$ cat src/rtl/sv32_pkg.sv
package sv32_pkg;
  localparam int VA_W      = 32;
  localparam int PA_W      = 34;
  localparam int PTE_W     = 32;
  localparam int PAGE_BITS = 12;
  localparam int IDX_BITS  = 10;
  localparam int LEVELS    = 2;
  localparam int PTE_BYTES = 4;
  localparam int PPN_W     = PA_W - PAGE_BITS;
  localparam int VPN_W     = VA_W - PAGE_BITS;
  localparam int LVL_W     = (LEVELS > 1) ? $clog2(LEVELS) : 1;
  localparam int PTE_SH    = $clog2(PTE_BYTES);
  localparam int PPN_LSB   = 10;

  localparam int B_V = 0, B_R = 1, B_W = 2, B_X = 3, B_U = 4, B_A = 6, B_D = 7;

  localparam logic [1:0] PRIV_U = 2'd0;
  localparam logic [1:0] PRIV_S = 2'd1;
  localparam logic [1:0] PRIV_M = 2'd3;

  typedef enum logic [1:0] {ACC_FETCH = 2'd0, ACC_LOAD = 2'd1, ACC_STORE = 2'd2} acc_e;

  function automatic logic [3:0] fault_cause(acc_e a, logic page);
    case (a)
      ACC_FETCH: return page ? 4'd12 : 4'd1;
      ACC_LOAD:  return page ? 4'd13 : 4'd5;
      default:   return page ? 4'd15 : 4'd7;
    endcase
  endfunction
endpackage

$ cat src/rtl/sv32_mode_sel.sv
module sv32_mode_sel import sv32_pkg::*; (
  input  logic [1:0] priv_i,
  input  acc_e       acc_i,
  input  logic       mprv_i,
  input  logic [1:0] mpp_i,
  input  logic       paging_i,
  output logic [1:0] eff_priv_o,
  output logic       bypass_o
);
  always_comb begin
    eff_priv_o = priv_i;
    if (priv_i == PRIV_M && acc_i != ACC_FETCH && mprv_i) eff_priv_o = mpp_i;
    bypass_o = (eff_priv_o == PRIV_M) || !paging_i;
  end
endmodule

$ cat src/rtl/sv32_pte_eval.sv
module sv32_pte_eval import sv32_pkg::*; (
  input  logic [PTE_W-1:0] pte_i,
  input  logic [LVL_W-1:0] lvl_i,
  input  logic [1:0]       eff_priv_i,
  input  acc_e             acc_i,
  input  logic             sum_i,
  input  logic             mxr_i,
  input  logic [VA_W-1:0]  vaddr_i,
  output logic             is_ptr_o,
  output logic             leaf_bad_o,
  output logic             need_ad_o,
  output logic [PTE_W-1:0] upd_pte_o,
  output logic [PA_W-1:0]  paddr_o,
  output logic             r_o,
  output logic             w_o,
  output logic             x_o
);
  logic v, r, w, x, u, a, d, store;
  logic [PPN_W-1:0] ppn, vpn, low_mask;
  logic bad_basic, bad_priv, bad_perm, misalign;

  assign v = pte_i[B_V];
  assign r = pte_i[B_R];
  assign w = pte_i[B_W];
  assign x = pte_i[B_X];
  assign u = pte_i[B_U];
  assign a = pte_i[B_A];
  assign d = pte_i[B_D];
  assign store = (acc_i == ACC_STORE);
  assign ppn = pte_i[PPN_LSB +: PPN_W];
  assign vpn = {{(PPN_W-VPN_W){1'b0}}, vaddr_i[VA_W-1:PAGE_BITS]};

  always_comb begin
    for (int i = 0; i < PPN_W; i++) low_mask[i] = (i < int'(lvl_i) * IDX_BITS);
  end

  always_comb begin
    is_ptr_o  = v && !r && !w && !x;
    bad_basic = !v || (w && !r);
    bad_priv  = u ? (eff_priv_i == PRIV_S && !sum_i) : (eff_priv_i != PRIV_S);
    case (acc_i)
      ACC_FETCH: bad_perm = !x;
      ACC_LOAD:  bad_perm = !(r || (mxr_i && x));
      default:   bad_perm = !(r && w);
    endcase
    misalign   = |(ppn & low_mask);
    leaf_bad_o = bad_basic || bad_priv || bad_perm || misalign;
    need_ad_o  = !a || (store && !d);
    upd_pte_o  = pte_i;
    upd_pte_o[B_A] = 1'b1;
    if (store) upd_pte_o[B_D] = 1'b1;
    paddr_o = {(ppn & ~low_mask) | (vpn & low_mask), vaddr_i[PAGE_BITS-1:0]};
    r_o = r;
    x_o = x;
    w_o = w && (store || d);
  end
endmodule

$ cat src/rtl/sv32_walker.sv
module sv32_walker import sv32_pkg::*; (
  input  logic              clk_i,
  input  logic              rst_ni,
  input  logic              req_valid_i,
  output logic              req_ready_o,
  input  logic [VA_W-1:0]   req_vaddr_i,
  input  logic [1:0]        req_acc_i,
  input  logic [1:0]        req_priv_i,
  input  logic              req_mprv_i,
  input  logic [1:0]        req_mpp_i,
  input  logic              req_sum_i,
  input  logic              req_mxr_i,
  input  logic              req_paging_i,
  input  logic [PPN_W-1:0]  req_root_ppn_i,
  output logic              mem_req_o,
  output logic              mem_we_o,
  output logic [PA_W-1:0]   mem_addr_o,
  output logic [PTE_W-1:0]  mem_wdata_o,
  output logic [PTE_W-1:0]  mem_cmp_o,
  input  logic              mem_rsp_valid_i,
  input  logic [PTE_W-1:0]  mem_rdata_i,
  input  logic              mem_err_i,
  output logic              rsp_valid_o,
  output logic              rsp_fault_o,
  output logic [3:0]        rsp_cause_o,
  output logic [VA_W-1:0]   rsp_tval_o,
  output logic [PA_W-1:0]   rsp_paddr_o,
  output logic              rsp_r_o,
  output logic              rsp_w_o,
  output logic              rsp_x_o
);
  typedef enum logic [1:0] {ST_IDLE, ST_READ, ST_CAS, ST_DONE} st_e;

  localparam logic [LVL_W-1:0] TOP_LVL = LVL_W'(LEVELS - 1);

  st_e              st_q;
  logic [VA_W-1:0]  va_q;
  acc_e             acc_q;
  logic [1:0]       eff_q;
  logic             sum_q, mxr_q;
  logic [PPN_W-1:0] root_q, base_q;
  logic [LVL_W-1:0] lvl_q;
  logic [PTE_W-1:0] old_q, new_q;

  logic [1:0]       eff_d;
  logic             bypass_d;
  logic [PTE_W-1:0] pte_in, upd_pte;
  logic             is_ptr, leaf_bad, need_ad, pr, pw, px;
  logic [PA_W-1:0]  leaf_pa;
  logic [IDX_BITS-1:0] idx_lvl [LEVELS];

  sv32_mode_sel i_mode (
    .priv_i    (req_priv_i),
    .acc_i     (acc_e'(req_acc_i)),
    .mprv_i    (req_mprv_i),
    .mpp_i     (req_mpp_i),
    .paging_i  (req_paging_i),
    .eff_priv_o(eff_d),
    .bypass_o  (bypass_d)
  );

  for (genvar g = 0; g < LEVELS; g++) begin : g_idx
    assign idx_lvl[g] = va_q[PAGE_BITS + g*IDX_BITS +: IDX_BITS];
  end

  // during the swap the evaluated entry is the one already read
  assign pte_in = (st_q == ST_CAS) ? old_q : mem_rdata_i;

  sv32_pte_eval i_eval (
    .pte_i     (pte_in),
    .lvl_i     (lvl_q),
    .eff_priv_i(eff_q),
    .acc_i     (acc_q),
    .sum_i     (sum_q),
    .mxr_i     (mxr_q),
    .vaddr_i   (va_q),
    .is_ptr_o  (is_ptr),
    .leaf_bad_o(leaf_bad),
    .need_ad_o (need_ad),
    .upd_pte_o (upd_pte),
    .paddr_o   (leaf_pa),
    .r_o       (pr),
    .w_o       (pw),
    .x_o       (px)
  );

  assign req_ready_o = (st_q == ST_IDLE);
  assign mem_req_o   = (st_q == ST_READ) || (st_q == ST_CAS);
  assign mem_we_o    = (st_q == ST_CAS);
  assign mem_addr_o  = {base_q, {PAGE_BITS{1'b0}}}
                     + (PA_W'(idx_lvl[lvl_q]) << PTE_SH);
  assign mem_wdata_o = new_q;
  assign mem_cmp_o   = old_q;
  assign rsp_valid_o = (st_q == ST_DONE);

  always_ff @(posedge clk_i or negedge rst_ni) begin
    if (!rst_ni) begin
      st_q   <= ST_IDLE;
      va_q   <= '0;
      acc_q  <= ACC_FETCH;
      eff_q  <= PRIV_M;
      sum_q  <= 1'b0;
      mxr_q  <= 1'b0;
      root_q <= '0;
      base_q <= '0;
      lvl_q  <= '0;
      old_q  <= '0;
      new_q  <= '0;
      rsp_fault_o <= 1'b0;
      rsp_cause_o <= '0;
      rsp_tval_o  <= '0;
      rsp_paddr_o <= '0;
      rsp_r_o <= 1'b0;
      rsp_w_o <= 1'b0;
      rsp_x_o <= 1'b0;
    end else begin
      case (st_q)
        ST_IDLE: if (req_valid_i) begin
          va_q   <= req_vaddr_i;
          acc_q  <= acc_e'(req_acc_i);
          eff_q  <= eff_d;
          sum_q  <= req_sum_i;
          mxr_q  <= req_mxr_i;
          root_q <= req_root_ppn_i;
          base_q <= req_root_ppn_i;
          lvl_q  <= TOP_LVL;
          if (bypass_d) begin
            rsp_fault_o <= 1'b0;
            rsp_cause_o <= '0;
            rsp_tval_o  <= '0;
            rsp_paddr_o <= PA_W'(req_vaddr_i);
            {rsp_r_o, rsp_w_o, rsp_x_o} <= 3'b111;
            st_q <= ST_DONE;
          end else begin
            st_q <= ST_READ;
          end
        end
        ST_READ: if (mem_rsp_valid_i) begin
          if (mem_err_i) begin
            rsp_fault_o <= 1'b1;
            rsp_cause_o <= fault_cause(acc_q, 1'b0);
            rsp_tval_o  <= va_q;
            rsp_paddr_o <= '0;
            {rsp_r_o, rsp_w_o, rsp_x_o} <= 3'b000;
            st_q <= ST_DONE;
          end else if (is_ptr && lvl_q != '0) begin
            base_q <= mem_rdata_i[PPN_LSB +: PPN_W];
            lvl_q  <= lvl_q - 1'b1;
          end else if (is_ptr || leaf_bad) begin
            rsp_fault_o <= 1'b1;
            rsp_cause_o <= fault_cause(acc_q, 1'b1);
            rsp_tval_o  <= va_q;
            rsp_paddr_o <= '0;
            {rsp_r_o, rsp_w_o, rsp_x_o} <= 3'b000;
            st_q <= ST_DONE;
          end else if (need_ad) begin
            old_q <= mem_rdata_i;
            new_q <= upd_pte;
            st_q  <= ST_CAS;
          end else begin
            rsp_fault_o <= 1'b0;
            rsp_cause_o <= '0;
            rsp_tval_o  <= '0;
            rsp_paddr_o <= leaf_pa;
            {rsp_r_o, rsp_w_o, rsp_x_o} <= {pr, pw, px};
            st_q <= ST_DONE;
          end
        end
        ST_CAS: if (mem_rsp_valid_i) begin
          if (mem_err_i) begin
            rsp_fault_o <= 1'b1;
            rsp_cause_o <= fault_cause(acc_q, 1'b1);
            rsp_tval_o  <= va_q;
            rsp_paddr_o <= '0;
            {rsp_r_o, rsp_w_o, rsp_x_o} <= 3'b000;
            st_q <= ST_DONE;
          end else if (mem_rdata_i != old_q) begin
            base_q <= root_q;
            lvl_q  <= TOP_LVL;
            st_q   <= ST_READ;
          end else begin
            rsp_fault_o <= 1'b0;
            rsp_cause_o <= '0;
            rsp_tval_o  <= '0;
            rsp_paddr_o <= leaf_pa;
            {rsp_r_o, rsp_w_o, rsp_x_o} <= {pr, pw, px};
            st_q <= ST_DONE;
          end
        end
        default: st_q <= ST_IDLE;
      endcase
    end
  end
endmodule

$ cat config.mk
export PLATFORM = sky130hd
export DESIGN_NAME = sv32_walker
export DESIGN_NICKNAME = d
export VERILOG_FILES = /design/src/rtl/sv32_pkg.sv /design/src/rtl/sv32_mode_sel.sv /design/src/rtl/sv32_pte_eval.sv /design/src/rtl/sv32_walker.sv
export SDC_FILE = /design/constraint.sdc
export NUM_CORES = 1
export LEC_CHECK = 0
export BUFFER_PORTS_ARGS = -buffer_cell sky130_fd_sc_hd__buf_2
export CAP_MARGIN = 20
export CELL_PAD_IN_SITES_DETAIL_PLACEMENT = 1
export CELL_PAD_IN_SITES_GLOBAL_PLACEMENT = 1
export CORE_ASPECT_RATIO = 1.75
export CORE_MARGIN = 4
export CORE_UTILIZATION = 45
export CTS_CLUSTER_SIZE = 12
export DETAILED_ROUTE_END_ITERATION = 8
export PLACE_DENSITY_LB_ADDON = 0.08
export SLEW_MARGIN = 20
export SYNTH_ARGS = -nofsm -noshare
export SYNTH_HDL_FRONTEND = slang
export SYNTH_HIERARCHICAL = 1
export SYNTH_SLANG_ARGS = --single-unit
$ cat constraint.sdc
create_clock -name clk_i -period 6.4 [get_ports clk_i]
set_input_delay 1.28 -clock clk_i [delete_from_list [all_inputs] [get_ports clk_i]]
set_output_delay 1.28 -clock clk_i [all_outputs]
set_load 0.05 [all_outputs]
==> results.md, run 1 <==
- Synth Area in Simple Gates: 0.0762
- Multiplexer share of the synthesized area: 0.206
- Nets: around 1300
- Pleak: roughly 6.4 nW
- Design Power: slightly below 8 mW
- Fin. Hold Viols: 0
- Setup-failing EPs final: 0
- Post-synth top area share: 0.499
- Relative slew margins: 0.277
- Worst reg2reg path startpoint: st_q[0]$_DFFE_PN0P_
- Die H: roughly 220 um
- Pre-Repair DR Iteration Count: 6
- CTS root buf: clkbuf_16
- Post-Synth XOR/XNOR Area: 0.0253
- Setup Skew: 8.58 ps
- Critical Path Start Type: register
- Synth Area in Adders: 0.00452
- Setup TNS: 0 ps
- First-pass GRT wire length: roughly 54000 um
- Reg-to-Reg End: rsp_paddr_o[17]$_DFFE_PN0P_
- Filler cell count: ~2700
- Routed wl met3: ~1600 um
- Yosys top cell by area: dfrtp_1
- Slew @ Worst Pin: about 1100 ps
- Area grow syn2layout: 17.0%
- Post-CTS Setup Bufs: 0
- DRT Wirelength: ~34000 um
- Worst hold endpoint: base_q[10]$_DFFE_PN0P_
- Yosys cell types: about 50
- Vias per std cell: between 5 and 6
- Setup CP Type: reg -> reg
- Max Buffers Root-to-Sink: 3
- CP Capture Type: register
- Hold buffer count at CTS: 0
- Total global routing overflow: 0
- Most common cell after layout, fill and taps aside: buf_2
- Routed Antenna Nets: 0
- # clock sinks: roughly 220
- Multi-input gate area: 4680 sq um
- Post-synth EDFFs: 0
- Synth Register Bits: between 200 and 250
- Worst endpoint required time: around 6800 ps
- Avg Inst Size Synth: 11.3 sq um
- Initial Utilization: 0.460
- Crit path max fanout: 40
- Vias in the first global route: 8868
- Arrival time of the worst setup path: 5480 ps
- Share of cells above drive strength 1: 0.428
- Final critical-path required period: approximately 5000 ps
- Final instance area: approximately 13000 sq um
- Antenna Diode Count: 0
- Initial antenna violation count: 0
- DP HPWL: ~25000 um
- Post-synth ARST share: 1.00
- Core Area: 24100 sq um
- Die X: 127 um
- Met1 WL: around 13000 um
- Cell Pwr Density: roughly 600 nW/um^2
- CTS HTree Levels: 1
- Most frequent cells in the layout: buf_2 (273), dfrtp_1 (221), mux2_2 (171)
- Post-cts sizing count: 0
- GPL Wtd Cong: 0.825
- Setup ws final: roughly 1300 ps
- Ys flop type: dfrtp_1
- Ports: between 200 and 300
- WL/cell: around 23 um
- Sequential area share after synthesis: 0.504
- Port bufs: 274
- Clock Latency Late Sink: about 500 ps
- Top sig layer: met4
- Dpl ws: 1300 ps
- CTS tree: yes
- Worst hold margin: between 400 and 500 ps
- R2R Setup Slk: about 1300 ps
- Drt drc: 0
- Worst hold start: base_q[10]$_DFFE_PN0P_
- Status: complete, no violations
- MaxCap Viol Count: 0
- Total GRT Usage: 0.249
- Compound-cell area share of the yosys netlist: 0.104
- Max-slew violations: 0
- RSZ-0062 raised after global routing: no
- Placed Area: between 10000 and 15000 sq um
- Hold depth: 1
- Main combinational cell family by area after synthesis: multiplexers
- DRT iter0 DRCs: 337
- Row cnt: 75
- CTS Buf Count: 23
- Synth Cell Area: about 11000 sq um
- Register Area: 5580 sq um
- Top post-synthesis cells by area: dfrtp_1 (50%), mux2_2 (17%), buf_4 (4.2%), nand3_1 (3.2%), o21ai_0 (3.1%)
- Clk slew on worst S/H paths: around 60 ps
- Largest net degree at the start of global routing: 120
- Via count: about 8200
- Highest clock rate: between 150 and 200 MHz
- Ys Warns: 6
- Max VDD drop: between 0.0003 and 0.0004 V
- Routed length on met2: 18400 um
- Period Utilization, post-route: 0.796
- Die Area: approximately 27000 sq um
- R2R depth: 13
- Syn Inst Count: about 1000
- HP Class: reg -> reg
synth_stat cells (all sizes together) (2+ instances only):
cell type,count
a211oi,2
a21oi,27
nand2b,5
and2,2
a22oi,22
and3,2
o31ai,2
dfrtp,221
dfstp,2
ha,4
a21boi,2
nand3,71
o22a,3
mux2i,2
nand4,10
nor4,4
buf,81
nand2,45
xnor2,32
nor2,27
o2bb2ai,36
conb,2
clkbuf,43
o31a,2
inv,44
mux2,201
o21ai,69
cells by family after synthesis:
kind of cell	Yosys count
DFF	223
muxes	203
buffers and inverters	168
adders and majority gates	4
and+or+nand+nor	172
other	2
AOI/OAI and AO/OA	173
xor gates and xnor gates	32
layout make-up:
type,instances,area share
clock buffers,37,0.0500
clock inverters,2,0.00270
inverters,44,0.0127
multi-input cells,587,0.361
flip-flops and latches,223,0.431
well taps,308,0.0297
repair buffers,285,0.113
state kept, by name, indices dropped and copies added (netlist names), 2 cells and up:
name and cells:
rsp_paddr_o 34, rsp_tval_o 32, rsp_cause_o 4, root_q 22, va_q 32, acc_q 2, mem_wdata_o 32, eff_q 2
mem_cmp_o 32, st_q 2, base_q 22
per-layer routing:
metal / up-vias / global-route usage
met5: - / 0
met2: 214 / 0.457
met1: 4193 / 0.306
li1: 3764 / -
met3: 41 / 0.0349
met4: 0 / 0.0583
through the flow:
step           std cells   util
4_1_cts             1486  0.538
2_1_floorplan        978      -
6_report            1486  0.538
3_3_place_gp        1447  0.509
3_5_place_dp        1447  0.509
5_1_grt             1486  0.538
report_power, final:
part	internal, mW	switching (mW)
combinational	1.26	2.89
sequential	1.95	0.381
clock	0.729	0.540
worst max-delay path: stages, from the launching register on:
cell       delay (ps)
dfrtp_1           420
inv_1             140
ha_2              640
buf_4             320
mux2_2            400
nor4_2            280
nand3_1           180
a2111o_1          450
nor3_1            310
and3_1            320
a2111oi_4          60
buf_4             290
and2b_2           620
mux2_1            470
how the worst max path moves through the flow:
stage                              from                     endpoint  slack [ps]  cells past startpoint
detailed placement  st_q[0]$_DFFE_PN0P_  rsp_paddr_o[17]$_DFFE_PN0P_        1300                     13
floorplan           st_q[0]$_DFFE_PN0P_  rsp_paddr_o[16]$_DFFE_PN0P_        2060                     15
finish              st_q[0]$_DFFE_PN0P_  rsp_paddr_o[17]$_DFFE_PN0P_        1300                     13
global route        st_q[0]$_DFFE_PN0P_  rsp_paddr_o[23]$_DFFE_PN0P_        1020                     13
CTS                 st_q[0]$_DFFE_PN0P_  rsp_paddr_o[17]$_DFFE_PN0P_        1270                     13
global placement    st_q[0]$_DFFE_PN0P_  rsp_paddr_o[23]$_DFFE_PN0P_        1380                     13
(Power assumes the default switching activity.)
==> run 2: changes to the inputs <==
--- a/config.mk
+++ b/config.mk
@@ -11,7 +11,7 @@
 export CELL_PAD_IN_SITES_GLOBAL_PLACEMENT = 1
 export CORE_ASPECT_RATIO = 1.75
 export CORE_MARGIN = 4
-export CORE_UTILIZATION = 45
+export CORE_UTILIZATION = 42
 export CTS_CLUSTER_SIZE = 12
 export DETAILED_ROUTE_END_ITERATION = 8
 export PLACE_DENSITY_LB_ADDON = 0.08
==> constraint.sdc (replaced) <==
create_clock -name clk_i -period 5.2 [get_ports clk_i]
set_input_delay 1.04 -clock clk_i [delete_from_list [all_inputs] [get_ports clk_i]]
set_output_delay 1.04 -clock clk_i [all_outputs]
set_load 0.05 [all_outputs]
==> run 2 against run 1 <==
Effect of this change:
- first-iteration DRC count fell by 19%
- final cell count rose by 1.0%
- sequential share of layout area fell by 0.11 points
- sequential cell count did not move
- clock skew rose by 8.2 ps
- wire length fell by 1.2%
- combinational power rose by 22%
- worst setup slack got worse by 910 ps
- power rose by 22%
- core utilization fell by 3.7 points
- cell area rose by 0.26%
- hold slack got worse by 2.2 ps
- critical endpoint is now rsp_paddr_o[11]$_DFFE_PN0P_
==> results.md, run 2 (same netlist as run 1, synthesis figures left out) <==
- Highest clock rate: roughly 210 MHz
- Relative slew margins: 0.338
- Max VDD drop: around 0.0004 V
- Max incr delay on CP: 850 ps
- Final critical-path required period: ~4800 ps
- Setup Skew: about 17 ps
- Nets: between 1000 and 1500
- Worst endpoint required time: around 5600 ps
- Vias per std cell: 5.42
- # clock sinks: around 220
- Critical Path Start Type: register
- DP HPWL: 24900 um
- Most flop-heavy register: rsp_paddr_o
- Setup TNS: 0 ps
- Setup ws final: 397 ps
- Die Area: approximately 29000 sq um
- HP Class: reg -> reg
- Sw power: around 4.6 mW
- Largest net degree at the start of global routing: between 100 and 150
- Crit path max fanout: 39
- Worst path bufs/invs: 2
- Clk slew on worst S/H paths: roughly 70 ps
- Post-cts sizing count: 0
- Share of cells above drive strength 1: 0.430
- Pre-Repair DR Iteration Count: 4
- DRT Wirelength: 33800 um
- Hold buffer count at CTS: 0
- Slowest CP cell: and2b_2
- Port bufs: around 270
- Cell Chain, Critical Path: inv_1, ha_2, buf_4, mux2_2, nor4b_1, nor3_1, and3_1, a2111oi_4, and2b_2, mux2_2
- CTS HTree Levels: 1
- Cell Pwr Density: just over 700 nW/um^2
- Vias in the first global route: between 8000 and 9000
- Sequential power share: 0.303
- Int Pwr: slightly below 5 mW
- Total GRT Usage: 0.228
- Core Area: around 26000 sq um
- CTS Buf Count: 23
- Initial Utilization: 0.427
- Net Sw Frac: 0.491
- Setup CP Type: reg -> reg
- MaxCap Viol Count: 0
- Arrival time of the worst setup path: approximately 5200 ps
- Die X: around 130 um
- Period Utilization, post-route: 0.924
- Ports: roughly 280
- Max FFs per register: 34
- Clock Latency Late Sink: 520 ps
- Status: complete, no violations
- Max-slew violations: 0
- RSZ-0062 raised after global routing: no
- Setup-failing EPs final: 0
- Clock network power share: 0.161
- Total global routing overflow: 0
- Via count: just over 8000
- Drt drc: 0
- First-pass GRT wire length: just over 50000 um
- Dpl ws: 390 ps
- Post-CTS Setup Bufs: 0
- Filler cell count: ~2900
- DRT iter0 DRCs: ~270
- Fin. Hold Viols: 0
- Most frequent cells in the layout: buf_2 (273), dfrtp_1 (221), mux2_2 (171)
- Pleak: 6.42 nW
- Routed Antenna Nets: 0
- Die H: 223 um
- CP Capture Type: register
- Slew @ Worst Pin: between 900 and 1000 ps
- Area grow syn2layout: 17.3%
- Most numerous cell on the critical path: mux2_2
- WL/cell: 22.5 um
- GPL Wtd Cong: about 0.8
- CTS tree: yes
- Logic pwr share: 0.536
- Most common cell after layout, fill and taps aside: buf_2
- CTS root buf: clkbuf_16
- Cell family with most CP delay: simple AND/OR/NAND/NOR gates
- Row cnt: just under 80
- Antenna Diode Count: 0
- Max Buffers Root-to-Sink: 3
- Initial antenna violation count: 0
[run 2: changes by cell type in the layout (fill, tap and decap cells not counted)]
cell	change
buf_4	+4
buf_12	+1
bufinv_16	-1
clkbuf_1	-1
clkinv_2	-1
clkinvlp_4	+1
[run 2: layout make-up]
class / count / area (sq um) / share of cell area
flip-flops and latches: 223 / 5580 / 0.430
repair buffers: 290 / 1510 / 0.116
clock buffers: 36 / 644 / 0.0496
multi-input cells: 587 / 4680 / 0.360
inverters: 44 / 165 / 0.0127
well taps: 320 / 400 / 0.0308
clock inverters: 1 / 7.51 / 0.000578
[run 2: path summary, 6_finish.rpt]
| check | from | end | slack [ps] | cells past startpoint |
|---|---|---|---|---|
| worst min register to register | base_q[5]$_DFFE_PN0P_ | base_q[5]$_DFFE_PN0P_ | 480 | 1 |
| min in group asynchronous | rst_ni | sum_q$_DFFE_PN0P_ | 540 | 1 |
| worst max-delay path | st_q[0]$_DFFE_PN0P_ | rsp_paddr_o[11]$_DFFE_PN0P_ | 400 | 10 |
| max in group asynchronous | rst_ni | base_q[14]$_DFFE_PN0P_ | 3410 | 2 |
| worst max register to register | st_q[0]$_DFFE_PN0P_ | rsp_paddr_o[11]$_DFFE_PN0P_ | 400 | 10 |
| worst min-delay path | base_q[5]$_DFFE_PN0P_ | base_q[5]$_DFFE_PN0P_ | 480 | 1 |
[run 2: metrics by stage]
| step | utilization | instances | hold slack [ps] | total power [mW] | instance area [sq um] |
|---|---|---|---|---|---|
| CTS | 0.501 | 1501 | 487 | 9.59 | 13000 |
| finish | 0.501 | 1501 | 480 | 9.46 | 13000 |
| global route | 0.501 | 1501 | 495 | 10.0 | 13000 |
| global placement | 0.476 | 1464 | 464 | 7.95 | 12300 |
| detailed placement | 0.476 | 1464 | 468 | 8.04 | 12300 |
| floorplan | - | 978 | 466 | 6.80 | 11100 |
[run 2: per-layer routing]
layer  track usage  part of all wire  vias to the layer above
met5             0                 0                        -
met4        0.0588             0.024                        0
met3        0.0316             0.047                       42
met2         0.408              0.52                      209
met1         0.284              0.40                     4121
li1              -                 -                     3766
[run 2: power by group through the flow]
stage,combinational [mW],clock [mW],sequential (mW)
final,5.07,1.52,2.87
after global routing,5.45,1.64,2.94
after CTS,5.15,1.57,2.88
after detailed placement,5.15,0,2.89
after global placement,5.06,0,2.89
after floorplan,2.69,0,4.12
